--- src/rtl/bslice_alu_pkg.sv ---
package bslice_alu_pkg;

    localparam int OP_W = 4;

    typedef enum logic [OP_W-1:0] {
        OP_AND = 4'b0000,
        OP_OR  = 4'b0001,
        OP_ADD = 4'b0010,
        OP_SUB = 4'b0110,
        OP_SLT = 4'b0111
    } alu_op_e;

    typedef enum logic [1:0] {
        SEL_AND  = 2'b00,
        SEL_OR   = 2'b01,
        SEL_SUM  = 2'b10,
        SEL_LESS = 2'b11
    } res_sel_e;

    typedef struct packed {
        logic     inv_a;
        logic     inv_b;
        res_sel_e sel;
    } op_fields_t;

    function automatic op_fields_t split_op(input logic [OP_W-1:0] code);
        return op_fields_t'(code);
    endfunction

    function automatic logic is_arith(input op_fields_t f);
        return (f.sel == SEL_SUM);
    endfunction

endpackage

--- src/rtl/bslice_gates.sv ---
module gate_xor2 (
    input  logic a,
    input  logic b,
    output logic y
);
    assign y = a ^ b;
endmodule

module gate_fa (
    input  logic a,
    input  logic b,
    input  logic cin,
    output logic sum,
    output logic cout
);
    logic p;
    gate_xor2 u_p (.a(a), .b(b), .y(p));
    gate_xor2 u_s (.a(p), .b(cin), .y(sum));
    assign cout = (a & b) | (p & cin);
endmodule

module gate_mux4 (
    input  logic       d0,
    input  logic       d1,
    input  logic       d2,
    input  logic       d3,
    input  logic [1:0] sel,
    output logic       y
);
    logic lo, hi;
    assign lo = (d0 & ~sel[0]) | (d1 & sel[0]);
    assign hi = (d2 & ~sel[0]) | (d3 & sel[0]);
    assign y  = (lo & ~sel[1]) | (hi & sel[1]);
endmodule

--- src/rtl/bslice_slices.sv ---
module alu_bit
    import bslice_alu_pkg::*;
(
    input  logic       a,
    input  logic       b,
    input  logic       cin,
    input  logic       less,
    input  op_fields_t ctl,
    output logic       res,
    output logic       cout
);
    logic aa, bb, sum;

    gate_xor2 u_ia (.a(a), .b(ctl.inv_a), .y(aa));
    gate_xor2 u_ib (.a(b), .b(ctl.inv_b), .y(bb));
    gate_fa   u_fa (.a(aa), .b(bb), .cin(cin), .sum(sum), .cout(cout));
    gate_mux4 u_mx (.d0(aa & bb), .d1(aa | bb), .d2(sum), .d3(less),
                    .sel(ctl.sel), .y(res));
endmodule

module alu_bit_msb
    import bslice_alu_pkg::*;
(
    input  logic       a,
    input  logic       b,
    input  logic       cin,
    input  logic       less,
    input  op_fields_t ctl,
    output logic       res,
    output logic       cout,
    output logic       set,
    output logic       ovf
);
    logic aa, bb, sum, ovf_raw;

    gate_xor2 u_ia (.a(a), .b(ctl.inv_a), .y(aa));
    gate_xor2 u_ib (.a(b), .b(ctl.inv_b), .y(bb));
    gate_fa   u_fa (.a(aa), .b(bb), .cin(cin), .sum(sum), .cout(cout));
    gate_mux4 u_mx (.d0(aa & bb), .d1(aa | bb), .d2(sum), .d3(less),
                    .sel(ctl.sel), .y(res));

    // Signed overflow: the carry into the sign bit differs from the carry out.
    gate_xor2 u_ov (.a(cin), .b(cout), .y(ovf_raw));
    // The true sign of A-B is the sum sign, corrected by the overflow.
    gate_xor2 u_st (.a(sum), .b(ovf_raw), .y(set));
    assign ovf = ovf_raw & ctl.sel[1] & ~ctl.sel[0];
endmodule

--- src/rtl/bslice_alu.sv ---
module bslice_alu
    import bslice_alu_pkg::*;
#(
    parameter int WIDTH = 4
) (
    input  logic [WIDTH-1:0] a_i,
    input  logic [WIDTH-1:0] b_i,
    input  logic [OP_W-1:0]  op_i,
    output logic [WIDTH-1:0] result_o,
    output logic             carry_o,
    output logic             overflow_o,
    output logic             zero_o
);
    localparam int TOP = WIDTH - 1;

    op_fields_t       ctl;
    logic [WIDTH:0]   carry;
    logic [WIDTH-1:0] less;
    logic             set_w;

    assign ctl      = split_op(op_i);
    assign carry[0] = ctl.inv_b;
    assign less     = {{(WIDTH-1){1'b0}}, set_w};

    genvar i;
    generate
        for (i = 0; i < TOP; i++) begin : g_low
            alu_bit u_bit (
                .a(a_i[i]), .b(b_i[i]), .cin(carry[i]), .less(less[i]),
                .ctl(ctl), .res(result_o[i]), .cout(carry[i+1])
            );
        end
    endgenerate

    alu_bit_msb u_msb (
        .a(a_i[TOP]), .b(b_i[TOP]), .cin(carry[TOP]), .less(less[TOP]),
        .ctl(ctl), .res(result_o[TOP]), .cout(carry[WIDTH]),
        .set(set_w), .ovf(overflow_o)
    );

    assign carry_o = carry[WIDTH];
    assign zero_o  = ~(|result_o);
endmodule

--- config.mk ---
export PLATFORM = sky130hd
export DESIGN_NAME = bslice_alu
export DESIGN_NICKNAME = d
export VERILOG_FILES = /design/src/rtl/bslice_alu_pkg.sv /design/src/rtl/bslice_gates.sv /design/src/rtl/bslice_slices.sv /design/src/rtl/bslice_alu.sv
export SDC_FILE = /design/constraint.sdc
export NUM_CORES = 1
export LEC_CHECK = 0
export BUFFER_PORTS_ARGS = -buffer_cell sky130_fd_sc_hd__buf_4
export CAP_MARGIN = 0
export CORE_AREA = 4 4 41 43
export DETAILED_ROUTE_END_ITERATION = 8
export DIE_AREA = 0 0 45 47
export GPL_ROUTABILITY_DRIVEN = 0
export GPL_TIMING_DRIVEN = 0
export PLACE_DENSITY = 0.73
export SLEW_MARGIN = 5
export SYNTH_ARGS = -nofsm -noshare
export SYNTH_HDL_FRONTEND = slang
export SYNTH_SLANG_ARGS = --single-unit
--- constraint.sdc ---
create_clock -name vclk -period 2.8
set_clock_uncertainty 0.15 [all_clocks]
set_input_delay 0.14 -clock vclk [all_inputs]
set_output_delay 0.14 -clock vclk [all_outputs]
set_load 0.01 [all_outputs]
After elaboration in Yosys (flattened, before gate mapping) --
Index checks and enable logic that the tools add are counted.
Storage, ports and cells: flip-flop bits (word level) 0, bits of input ports 12, output and inout bits 7, word-level logic and storage cells 70
Operators by class: bitwise operators 69, reduce and logical (&&, ||, !) cells 1
Operators by type and width (count):
- $and 1x1->1 | 31
- $xor 1x1->1 | 18
- $or 1x1->1 | 17
- $reduce_or 4->1 | 1
- $not 1->1 | 3

Longest topological paths before layout --
Gate-level depths: netlist of run 1.
depth in word-level cells 18, mapped depth 10, depth with buffers taken out 9

By module --
From an unflattened synthesis of run 1, not the netlist that was laid out.
Second synthesis, totals: cells, all modules 37, area total of the unflattened synthesis 362.8 sq um
Modules (own cells, without submodules):
- gate_xor2 | instances 18, cells each 1, area an instance 8.8 sq um
- gate_mux4 | instances 4, cells each 1, area an instance 22.5 sq um
- alu_bit | instances 3, cells each 2, area an instance 13.8 sq um
- gate_fa | instances 4, cells each 1, area an instance 8.8 sq um
- alu_bit_msb | instances 1, cells each 3, area an instance 22.5 sq um
- bslice_alu | instances 1, cells each 2, area an instance 16.3 sq um

Worst setup path before layout of run 1 --
No wires, ideal clock.
path type input to output, from input port op_i[2], to output port zero_o, arrival time 2.455 ns, path slack 0.055 ns, cell stages on the path 10, path buffers 1, path through buf_6 xor2_1 inv_1 fa_1 fa_1 inv_1 fa_1 inv_1 mux4_2 nor4_2
On the way: word-level cells in the longest chain between the ends 18, elaborated cells between the ends (all ways) 62
RTL lines:
- start: declaration | RTL line bslice_alu.sv:8 | input logic [OP_W-1:0] op_i,
- $xor 1x1->1 (2 in series) | RTL line bslice_gates.sv:6 | assign y = a ^ b;
- $and 1x1->1 | RTL line bslice_gates.sv:19 | assign cout = (a & b) | (p & cin);
- $or 1x1->1 | RTL line bslice_gates.sv:19
- $and 1x1->1 | RTL line bslice_gates.sv:19
- $or 1x1->1 | RTL line bslice_gates.sv:19
- $and 1x1->1 | RTL line bslice_gates.sv:19
- $or 1x1->1 | RTL line bslice_gates.sv:19
- $and 1x1->1 | RTL line bslice_gates.sv:19
- $or 1x1->1 | RTL line bslice_gates.sv:19
- $xor 1x1->1 (2 in series) | RTL line bslice_gates.sv:6
- $and 1x1->1 | RTL line bslice_gates.sv:32 | assign hi = (d2 & ~sel[0]) | (d3 & sel[0]);
- $or 1x1->1 | RTL line bslice_gates.sv:32
- $and 1x1->1 | RTL line bslice_gates.sv:33 | assign y = (lo & ~sel[1]) | (hi & sel[1]);
- $or 1x1->1 (*) | RTL line bslice_gates.sv:33
- net g_low[0].u_bit.res | RTL line bslice_slices.sv:9 | output logic res,
- $reduce_or 4->1 (*) | RTL line bslice_alu.sv:42 | assign zero_o = ~(|result_o);
- $not 1->1 (*) | RTL line bslice_alu.sv:42
- end: declaration | RTL line bslice_alu.sv:12 | output logic zero_o
Mark *: on every way through the listed nets, which the timed path passes. The rest lies on a longest branch.

Worst setup path after layout of run 1 --
from input port b_i[1], to output port zero_o
On the way: word-level cells in the longest chain between the ends 16, elaborated cells between the ends (all ways) 34
RTL lines:
- start: declaration | RTL line bslice_alu.sv:7 | input logic [WIDTH-1:0] b_i,
- $xor 1x1->1 (*) | RTL line bslice_gates.sv:6
- $xor 1x1->1 | RTL line bslice_gates.sv:6
- $and 1x1->1 | RTL line bslice_gates.sv:19
- $or 1x1->1 (*) | RTL line bslice_gates.sv:19
- $and 1x1->1 (*) | RTL line bslice_gates.sv:19
- $or 1x1->1 (*) | RTL line bslice_gates.sv:19
- $and 1x1->1 | RTL line bslice_gates.sv:19
- $or 1x1->1 | RTL line bslice_gates.sv:19
- $xor 1x1->1 | RTL line bslice_gates.sv:6
- $xor 1x1->1 (*) | RTL line bslice_gates.sv:6
- $and 1x1->1 (*) | RTL line bslice_gates.sv:32
- $or 1x1->1 (*) | RTL line bslice_gates.sv:32
- $and 1x1->1 (*) | RTL line bslice_gates.sv:33
- $or 1x1->1 (*) | RTL line bslice_gates.sv:33
- net g_low[0].u_bit.res | RTL line bslice_slices.sv:9
- $reduce_or 4->1 (*) | RTL line bslice_alu.sv:42
- $not 1->1 (*) | RTL line bslice_alu.sv:42
Marked as above.

==> results of run 1 <==
power by group through the flow:
stage / combinational, W / clock, W / sequential (W)
after floorplan: 0.000104 / 0 / 0
after global placement: 0.000151 / 0 / 0
after detailed placement: 0.000157 / 0 / 0
after CTS: 0.000164 / 0 / 0
after global routing: 0.000210 / 0 / 0
final: 0.000190 / 0 / 0
metal layers:
layer | share of wire, % | track usage, % | vias up
li1 | - | - | 202
met3 | 8.7 | 0.766 | 0
met1 | 34 | 9.28 | 187
met4 | 0 | 0 | 0
met5 | 0 | 0 | -
met2 | 57 | 17.8 | 14
layout make-up:
class / count / area (µm²)
buffer: 6 / 53.8
tap: 15 / 18.8
inverter: 11 / 41.3
multi-input combinational: 35 / 437
timing repair buffer: 24 / 196
fill: 126 / 554
cells in the final DEF (no fill, tap or decap), types with 3 or more instances in the layout:
cell type and instances:
sky130_fd_sc_hd__inv_2 3, sky130_fd_sc_hd__buf_4 26, sky130_fd_sc_hd__inv_1 8, sky130_fd_sc_hd__xor2_1 7
sky130_fd_sc_hd__ha_1 8
critical path, cell delays in order:
cell                     delay, ns
sky130_fd_sc_hd__buf_6        0.10
sky130_fd_sc_hd__xor2_4       0.17
sky130_fd_sc_hd__inv_2        0.07
sky130_fd_sc_hd__fa_2         0.40
sky130_fd_sc_hd__fa_2         0.39
sky130_fd_sc_hd__inv_2        0.09
sky130_fd_sc_hd__buf_4        0.11
sky130_fd_sc_hd__fa_1         0.15
sky130_fd_sc_hd__inv_1        0.04
sky130_fd_sc_hd__mux4_2       0.47
sky130_fd_sc_hd__nor4_2       0.14
sky130_fd_sc_hd__buf_4        0.15
path summary, 6_finish.rpt:
check,startpoint,depth (start not counted),endpoint
worst max-delay path,b_i[1],12,zero_o
worst min-delay path,op_i[0],3,overflow_o
logic make-up (layout without fill, tap and decap cells):
family	count (synthesis)	in the layout	share of synthesized area (%)
buffers and inverters	17	41	18.5
adders and majority gates	12	12	38.6
xor gates and xnor gates	10	10	18.8
and+or+nand+nor	7	7	9.92
AOI/OAI and AO/OA	3	3	5.10
muxes	3	3	9.12
what timing repair did:
| item | CTS | global route |
|---|---|---|
| endpoints found under the setup margin | 3 | 1 |
| pin swaps | 1 | 8 |
| gates resized for setup | 5 | 12 |
| setup buffers | 1 | 6 |
stage by stage:
stage / cells / setup WS, ns
after global routing: 91 / -0.0573
after global placement: 84 / -0.215
after floorplan: 52 / 0.0546
final: 91 / 0.0791
after CTS: 85 / 0.0138
after detailed placement: 84 / -0.237
==> tab_implementation.tex, run 1 <==
\begin{tabular}{lr}
\hline
Metric & Value \\
\hline
\multicolumn{2}{l}{\textbf{Setup path}} \\
Critical path peak fanout & 2 \\
Arrival time worst endpoint & 2.43 ns \\
Kind of capture point of the worst setup path & output pin \\
Required @ worst endpoint & 2.51 ns \\
Start-to-end type of the worst setup path & input pin to output pin \\
Crit path launch type & input pin \\
\multicolumn{2}{l}{\textbf{Die}} \\
Horizontal die dimension & 45 µm \\
Vertical extent of the die & 47 µm \\
Die ar. & 2120 µm² \\
Core Rows & 13 \\
I/O pin cnt & 19 \\
Effective utilization at floorplan & 35.9\% \\
Core Footprint & 1300 µm² \\
\multicolumn{2}{l}{\textbf{Global route}} \\
Antenna violations before repair & 0 \\
Vias in the first global route & 370 \\
GRT Overall Usage & 8.35\% \\
Total global routing overflow & 0 \\
Global-route wire length before repair & 1.39 mm \\
Pin count of the biggest net entering global routing & 9 \\
\multicolumn{2}{l}{\textbf{CTS}} \\
Number of hold buffers added after cts & 0 \\
\multicolumn{2}{l}{\textbf{Synth}} \\
Synth top area share & 21.4\% \\
Cell types occupying the most area after synthesis & sky130\_fd\_sc\_hd\_\_ha\_1 (21\%), sky130\_fd\_sc\_hd\_\_xor2\_1 (19\%), sky130\_fd\_sc\_hd\_\_fa\_1 (17\%) \\
Share of synthesized area occupied by flip-flops and latches & 0\% \\
Most repeated cell in the gate-level netlist after synthesis & sky130\_fd\_sc\_hd\_\_inv\_1 \\
Count of yosys warnings during synthesis & 0 \\
Cell count after synthesis & 52 \\
Largest area contributor in the netlist & sky130\_fd\_sc\_hd\_\_ha\_1 \\
Count of different cell masters after synthesis & 16 \\
Synthesized area & 467 µm² \\
Most instantiated cells after synthesis & sky130\_fd\_sc\_hd\_\_inv\_1 (11), sky130\_fd\_sc\_hd\_\_xor2\_1 (10), sky130\_fd\_sc\_hd\_\_ha\_1 (8) \\
Average cell area after synthesis & 8.97 µm² \\
Mapped Nets & 76 \\
\multicolumn{2}{l}{\textbf{Timing}} \\
Final TNS setup & 0 ns \\
Max-slew violation count & 0 \\
Final setup violating endpoints & 0 \\
Final Critical Period & 2.72 ns \\
Highest Clock Rate & 368 MHz \\
Slew margin rel. & 73.5\% \\
Slew at the pin with the worst max-slew slack & 0.397 ns \\
RSZ-0062 raised after global routing & yes \\
Post-route fraction of the period consumed by the critical path & 97.2\% \\
Final Hold Fails & 0 \\
Worst hold margin & 0.444 ns \\
\multicolumn{2}{l}{\textbf{Layout}} \\
Final instance area & 747 µm² \\
FF+latch area & 0 µm² \\
CLK BUF & 0 \\
Layout overhead on the synthesized area & 60.1\% \\
Net count reported at finish & 102 \\
Sequential cell count & 0 \\
Proportion of layout cells with a drive suffix above 1 & 52.6\% \\
Layout Utilization & 57.4\% \\
Number of inserted diodes & 0 \\
\multicolumn{2}{l}{\textbf{Routing}} \\
DRC Markers & 0 \\
1st-pass router iterations & 2 \\
Wirelength per Cell & 10.5 µm \\
ANT nets after route & 0 \\
Vias & 403 \\
Via count normalized by instance count & 4.43 \\
Detailed router's first-iteration violation count & 2 \\
Wire length after detailed routing & 955 µm \\
\multicolumn{2}{l}{\textbf{Hold path}} \\
Type of the most critical hold path & input pin to output pin \\
\multicolumn{2}{l}{\textbf{Place}} \\
Port bufs & 17 \\
Cell area after placement & 613 µm² \\
\multicolumn{2}{l}{\textbf{Power}} \\
Combinational Power Share & 100.0\% \\
Power density cells & 255 nW/µm² \\
Switching power share of the total & 44.4\% \\
Switching power & 0.0000845 W \\
Leakage power of the design & 0.383 nW \\
Cell internal pwr & 0.000106 W \\
Part of the total power dissipated in sequential elements & 0\% \\
Power consumption & 0.000190 W \\
Clk pwr share & 0\% \\
Peak ir drop on the vdd network & 0.116 mV \\
\multicolumn{2}{l}{\textbf{Flow run}} \\
Max-capacitance violation count & 0 \\
\multicolumn{2}{l}{\textbf{Outcome}} \\
Outcome & completed \\
\hline
\end{tabular}
(Power assumes the default switching activity.)
==> run 2, diff against run 1 <==
--- a/config.mk
+++ b/config.mk
@@ -13,6 +13,7 @@
 export GPL_ROUTABILITY_DRIVEN = 0
 export GPL_TIMING_DRIVEN = 0
 export PLACE_DENSITY = 0.73
+export REMOVE_ABC_BUFFERS = 1
 export SLEW_MARGIN = 5
 export SYNTH_ARGS = -nofsm -noshare
 export SYNTH_HDL_FRONTEND = slang
==> tab_implementation.tex, run 2 (synthesis gave the netlist of run 1 again) <==
\begin{tabular}{lr}
\hline
Metric & Value \\
\hline
\multicolumn{2}{l}{\textbf{Outcome}} \\
Outcome & completed \\
\multicolumn{2}{l}{\textbf{Timing}} \\
Slew at the pin with the worst max-slew slack & 0.432 ns \\
Max-slew violation count & 0 \\
Final Hold Fails & 0 \\
Highest Clock Rate & 368 MHz \\
Final Critical Period & 2.72 ns \\
Worst hold margin & 0.461 ns \\
Final TNS setup & 0 ns \\
Final setup violating endpoints & 0 \\
Slew margin rel. & 71.1\% \\
RSZ-0062 raised after global routing & yes \\
Post-route fraction of the period consumed by the critical path & 97.0\% \\
\multicolumn{2}{l}{\textbf{Routing}} \\
Wirelength per Cell & 13.1 µm \\
1st-pass router iterations & 1 \\
Detailed router's first-iteration violation count & 0 \\
ANT nets after route & 0 \\
Wire length after detailed routing & 1.13 mm \\
Vias & 395 \\
DRC Markers & 0 \\
Via count normalized by instance count & 4.59 \\
\multicolumn{2}{l}{\textbf{Setup path}} \\
Family with the most delay on the worst path & adder cells \\
Stages on worst setup path & 11 \\
Launching element of the worst setup path & op\_i[2] \\
CP Capture Point & zero\_o \\
Critical path peak fanout & 6 \\
CP max stage cell & sky130\_fd\_sc\_hd\_\_mux4\_2 \\
Crit-path cells & buf\_6, xor2\_2, inv\_2, fa\_2, fa\_2, inv\_2, fa\_2, inv\_2, mux4\_2, nor4\_2, buf\_4 \\
Arrival time worst endpoint & 2.43 ns \\
Total buffers and inverters traversed by the critical path & 5 \\
Slowest Stage Delay on Critical Path & 0.51 ns \\
Start-to-end type of the worst setup path & input pin to output pin \\
Crit path launch type & input pin \\
Required @ worst endpoint & 2.51 ns \\
Kind of capture point of the worst setup path & output pin \\
\multicolumn{2}{l}{\textbf{Hold path}} \\
Type of the most critical hold path & input pin to output pin \\
Beginning of the worst hold path & op\_i[0] \\
\multicolumn{2}{l}{\textbf{Layout}} \\
Net count reported at finish & 97 \\
Highest-count cells in the layout ignoring fill and taps & sky130\_fd\_sc\_hd\_\_buf\_4 (22), sky130\_fd\_sc\_hd\_\_ha\_1 (8), sky130\_fd\_sc\_hd\_\_xor2\_1 (7), sky130\_fd\_sc\_hd\_\_inv\_1 (7), sky130\_fd\_sc\_hd\_\_inv\_2 (4) \\
FF+latch area & 0 µm² \\
Final instance area & 711 µm² \\
Layout overhead on the synthesized area & 52.3\% \\
Number of inserted diodes & 0 \\
Layout Utilization & 54.6\% \\
CLK BUF & 0 \\
Sequential cell count & 0 \\
Commonest non-fill, non-tap cell in the layout & sky130\_fd\_sc\_hd\_\_buf\_4 \\
Proportion of layout cells with a drive suffix above 1 & 54.9\% \\
\multicolumn{2}{l}{\textbf{Global route}} \\
Antenna violations before repair & 0 \\
Global-route wire length before repair & 1.79 mm \\
Total global routing overflow & 0 \\
Pin count of the biggest net entering global routing & 9 \\
GRT Overall Usage & 11.2\% \\
Vias in the first global route & 408 \\
\multicolumn{2}{l}{\textbf{Power}} \\
Part of the total power dissipated in sequential elements & 0\% \\
Peak ir drop on the vdd network & 0.142 mV \\
Combinational Power Share & 100.0\% \\
Power density cells & 249 nW/µm² \\
Clk pwr share & 0\% \\
Power consumption & 0.000177 W \\
Cell internal pwr & 0.0000908 W \\
Switching power & 0.0000861 W \\
Leakage power of the design & 0.355 nW \\
Switching power share of the total & 48.7\% \\
\multicolumn{2}{l}{\textbf{Flow run}} \\
Max-capacitance violation count & 0 \\
\multicolumn{2}{l}{\textbf{Die}} \\
Horizontal die dimension & 45 µm \\
Core Footprint & 1300 µm² \\
I/O pin cnt & 19 \\
Die ar. & 2120 µm² \\
Vertical extent of the die & 47 µm \\
Core Rows & 13 \\
Effective utilization at floorplan & 35.9\% \\
\multicolumn{2}{l}{\textbf{Place}} \\
HPWL Detailed & 800 µm \\
Port bufs & 19 \\
Cell area after placement & 583 µm² \\
\multicolumn{2}{l}{\textbf{CTS}} \\
Number of hold buffers added after cts & 0 \\
\hline
\end{tabular}
==> run 2: final cells by class <==
type,instances,area (µm²)
fill,133,591
inverter,11,41.3
multi-input combinational,35,443
tap,15,18.8
timing repair buffer,25,208
==> run 2: stage by stage <==
step	instances	worst slack [ns]
floorplan	46	0.0872
global placement	80	-0.241
detailed placement	80	-0.264
CTS	83	0.0606
global route	86	-0.0143
finish	86	0.0844
==> run 2: worst min-delay path: cells and delay by family <==
| kind | cells | cell delay [ns] |
|---|---|---|
| simple gates | 1 | 0.06 |
| buf+inv | 2 | 0.27 |
==> run 2: what timing repair did <==
item	4_1_cts	5_1_grt
setup buffers	3	3
gates resized for setup	9	10
pin swaps	4	7
endpoints found under the setup margin	2	1
==> run 2: per-layer routing <==
metal  global-route usage (%)  vias up  wire [µm]
met3                    0.383        2         53
met5                        0        -          0
met4                     2.34        0         27
li1                         -      192          -
met2                     22.0       11        650
met1                     13.4      190        398
==> run 2: worst min-delay path by stage <==
stage | endpoint | slack (ns) | cells after the start
2_1_floorplan | overflow_o | 0.18 | 1
3_3_place_gp | overflow_o | 0.44 | 3
3_5_place_dp | overflow_o | 0.45 | 3
4_1_cts | overflow_o | 0.45 | 3
5_1_grt | overflow_o | 0.48 | 3
6_report | overflow_o | 0.46 | 3
==> run 2: power by group through the flow <==
stage	clock [W]	sequential (W)	combinational [W]
floorplan	0	0	0.0000861
global placement	0	0	0.000140
detailed placement	0	0	0.000143
CTS	0	0	0.000160
global route	0	0	0.000197
finish	0	0	0.000177
==> run 3, diff against run 2 <==
--- a/config.mk
+++ b/config.mk
@@ -5,6 +5,7 @@
 export SDC_FILE = /design/constraint.sdc
 export NUM_CORES = 1
 export LEC_CHECK = 0
+export ABC_AREA = 1
 export BUFFER_PORTS_ARGS = -buffer_cell sky130_fd_sc_hd__buf_4
 export CAP_MARGIN = 0
 export CORE_AREA = 4 4 41 43
@@ -12,7 +13,7 @@
 export DIE_AREA = 0 0 45 47
 export GPL_ROUTABILITY_DRIVEN = 0
 export GPL_TIMING_DRIVEN = 0
-export PLACE_DENSITY = 0.73
+export PLACE_DENSITY = 0.77
 export REMOVE_ABC_BUFFERS = 1
 export SLEW_MARGIN = 5
 export SYNTH_ARGS = -nofsm -noshare
==> tab_implementation.tex, run 3 <==
\begin{tabular}{lr}
\hline
Metric & Value \\
\hline
\multicolumn{2}{l}{\textbf{Outcome}} \\
Outcome & completed \\
\multicolumn{2}{l}{\textbf{Layout}} \\
FF+latch area & 0 µm² \\
Post-Layout Cell Count & 106 \\
Layout overhead on the synthesized area & 27.4\% \\
Number of fillers in the final layout & 139 \\
Layout Utilization & 50.1\% \\
Number of inserted diodes & 0 \\
Highest-count cells in the layout ignoring fill and taps & sky130\_fd\_sc\_hd\_\_buf\_4 (19), sky130\_fd\_sc\_hd\_\_inv\_1 (18), sky130\_fd\_sc\_hd\_\_nand2\_1 (15), sky130\_fd\_sc\_hd\_\_ha\_1 (8), sky130\_fd\_sc\_hd\_\_nor2\_1 (7) \\
Sequential cell count & 0 \\
CLK BUF & 0 \\
Footprint of the multi-input gates & 419 µm² \\
Net count reported at finish & 117 \\
Final instance area & 652 µm² \\
Proportion of layout cells with a drive suffix above 1 & 27.5\% \\
Commonest non-fill, non-tap cell in the layout & sky130\_fd\_sc\_hd\_\_buf\_4 \\
\multicolumn{2}{l}{\textbf{Timing}} \\
Final setup violating endpoints & 0 \\
Final Critical Period & 2.61 ns \\
RSZ-0062 raised after global routing & no \\
Post-route fraction of the period consumed by the critical path & 93.1\% \\
Final Hold Fails & 0 \\
Slew margin rel. & 76.4\% \\
Slew at the pin with the worst max-slew slack & 0.352 ns \\
Max-slew violation count & 0 \\
Highest Clock Rate & 384 MHz \\
Setup slack of the critical path after layout & 0.193 ns \\
\multicolumn{2}{l}{\textbf{Routing}} \\
Met2 routed wirelength & 459 µm \\
Detailed router's first-iteration violation count & 4 \\
1st-pass router iterations & 4 \\
Via count normalized by instance count & 4.25 \\
DRC Markers & 0 \\
Top layer in use & met3 \\
ANT nets after route & 0 \\
Wire length after detailed routing & 929 µm \\
Wirelength per Cell & 8.76 µm \\
Routed met3 length & 70 µm \\
Length of routed wiring on met1 & 399 µm \\
Vias & 450 \\
\multicolumn{2}{l}{\textbf{Place}} \\
Cell area after placement & 627 µm² \\
HPWL Detailed & 804 µm \\
Port bufs & 19 \\
Placed Instances & 106 \\
Worst setup slack after placement & -0.0433 ns \\
\multicolumn{2}{l}{\textbf{Synth}} \\
Share of synthesized area occupied by flip-flops and latches & 0\% \\
Cell count after synthesis & 78 \\
Most repeated cell in the gate-level netlist after synthesis & sky130\_fd\_sc\_hd\_\_inv\_1 \\
Synth top area share & 19.6\% \\
Count of yosys warnings during synthesis & 0 \\
Largest area contributor in the netlist & sky130\_fd\_sc\_hd\_\_ha\_1 \\
Average cell area after synthesis & 6.56 µm² \\
Cell types occupying the most area after synthesis & sky130\_fd\_sc\_hd\_\_ha\_1 (20\%), sky130\_fd\_sc\_hd\_\_fa\_1 (16\%), sky130\_fd\_sc\_hd\_\_inv\_1 (14\%) \\
Most instantiated cells after synthesis & sky130\_fd\_sc\_hd\_\_inv\_1 (19), sky130\_fd\_sc\_hd\_\_nand2\_1 (15), sky130\_fd\_sc\_hd\_\_ha\_1 (8) \\
Count of different cell masters after synthesis & 18 \\
Synthesized area & 512 µm² \\
\multicolumn{2}{l}{\textbf{Setup path}} \\
Kind of capture point of the worst setup path & output pin \\
Launching element of the worst setup path & op\_i[3] \\
Crit path launch type & input pin \\
Start-to-end type of the worst setup path & input pin to output pin \\
Arrival time worst endpoint & 2.32 ns \\
Required @ worst endpoint & 2.51 ns \\
Critical path peak fanout & 4 \\
\multicolumn{2}{l}{\textbf{Power}} \\
Part of the total power dissipated in sequential elements & 0\% \\
Combinational Power Share & 100.0\% \\
Cell internal pwr & 0.0000688 W \\
Clk pwr share & 0\% \\
Switching power & 0.0000790 W \\
Leakage power of the design & 0.383 nW \\
Switching power share of the total & 53.5\% \\
Power density cells & 227 nW/µm² \\
Peak ir drop on the vdd network & 0.0994 mV \\
\multicolumn{2}{l}{\textbf{CTS}} \\
Number of hold buffers added after cts & 0 \\
Setup Fix Bufs, Post-CTS & 0 \\
Count of instances resized after the clock tree is built & 1 \\
\multicolumn{2}{l}{\textbf{Die}} \\
Effective utilization at floorplan & 39.3\% \\
Die ar. & 2120 µm² \\
Core Footprint & 1300 µm² \\
I/O pin cnt & 19 \\
Core Rows & 13 \\
Horizontal die dimension & 45 µm \\
Vertical extent of the die & 47 µm \\
\multicolumn{2}{l}{\textbf{Hold path}} \\
Beginning of the worst hold path & op\_i[1] \\
Worst Hold Path EP & result\_o[0] \\
Depth of the worst hold-timing path & 6 \\
Type of the most critical hold path & input pin to output pin \\
\multicolumn{2}{l}{\textbf{Global route}} \\
GRT Overall Usage & 9.57\% \\
Antenna violations before repair & 0 \\
Pin count of the biggest net entering global routing & 10 \\
Vias in the first global route & 399 \\
Total global routing overflow & 0 \\
Global-route wire length before repair & 1.59 mm \\
\multicolumn{2}{l}{\textbf{Flow run}} \\
Max-capacitance violation count & 0 \\
\hline
\end{tabular}
run 3: worst max-delay path: stages:
cell and delay [ns]:
sky130_fd_sc_hd__buf_4 0.15, sky130_fd_sc_hd__xor2_4 0.19, sky130_fd_sc_hd__o21ai_1 0.09, sky130_fd_sc_hd__fa_2 0.35, sky130_fd_sc_hd__fa_1 0.38, sky130_fd_sc_hd__inv_2 0.11
sky130_fd_sc_hd__fa_1 0.41, sky130_fd_sc_hd__inv_1 0.06, sky130_fd_sc_hd__nor2_1 0.04, sky130_fd_sc_hd__a21oi_2 0.11, sky130_fd_sc_hd__nand2_1 0.06, sky130_fd_sc_hd__nor2_1 0.08
sky130_fd_sc_hd__buf_4 0.12
run 3: how the worst max path moves through the flow:
stage                  end  slack [ns]  cells past startpoint
floorplan           zero_o        0.33                     11
global placement    zero_o       -0.02                     13
detailed placement  zero_o       -0.04                     13
CTS                 zero_o        0.01                     13
global route        zero_o       0.009                     13
finish              zero_o        0.19                     13
run 3: area by class of cell:
| class | count | area share, % |
|---|---|---|
| Multi-Input combinational cell | 53 | 64.3 |
| Timing Repair Buffer | 19 | 21.9 |
| Inverter | 19 | 10.9 |
| Tap cell | 15 | 2.88 |
run 3: cell families (layout without fill, tap and decap cells):
kind of cell	after synthesis	count (layout)	synth area share [%]
adder cells (fa/ha/maj)	12	12	35.2
buffers and inverters	25	38	23.0
AO/OA/AOI/OAI	8	8	9.05
XOR/XNOR	7	7	12.0
AND/OR/NAND/NOR	26	26	20.8
run 3: through the flow:
step | hold WS, ns | setup TNS [ns] | total power [W]
after global placement | 0.584 | -0.0222 | 0.000140
final | 0.595 | 0 | 0.000148
after floorplan | 0.347 | 0 | 0.0000882
after CTS | 0.589 | 0 | 0.000145
after detailed placement | 0.589 | -0.0433 | 0.000143
after global routing | 0.647 | 0 | 0.000171
run 3: power groups by stage:
stage | clock network (W) | logic [W] | registers [W]
after floorplan | 0 | 0.0000882 | 0
after global placement | 0 | 0.000140 | 0
after detailed placement | 0 | 0.000143 | 0
after CTS | 0 | 0.000145 | 0
after global routing | 0 | 0.000171 | 0
final | 0 | 0.000148 | 0
run 3: per-layer routing:
layer  vias to the layer above  global-route usage [%]
met5                         -                       0
met4                         0                       0
met3                         0                       0
met2                        13                    16.7
met1                       192                    14.1
li1                        245                       -
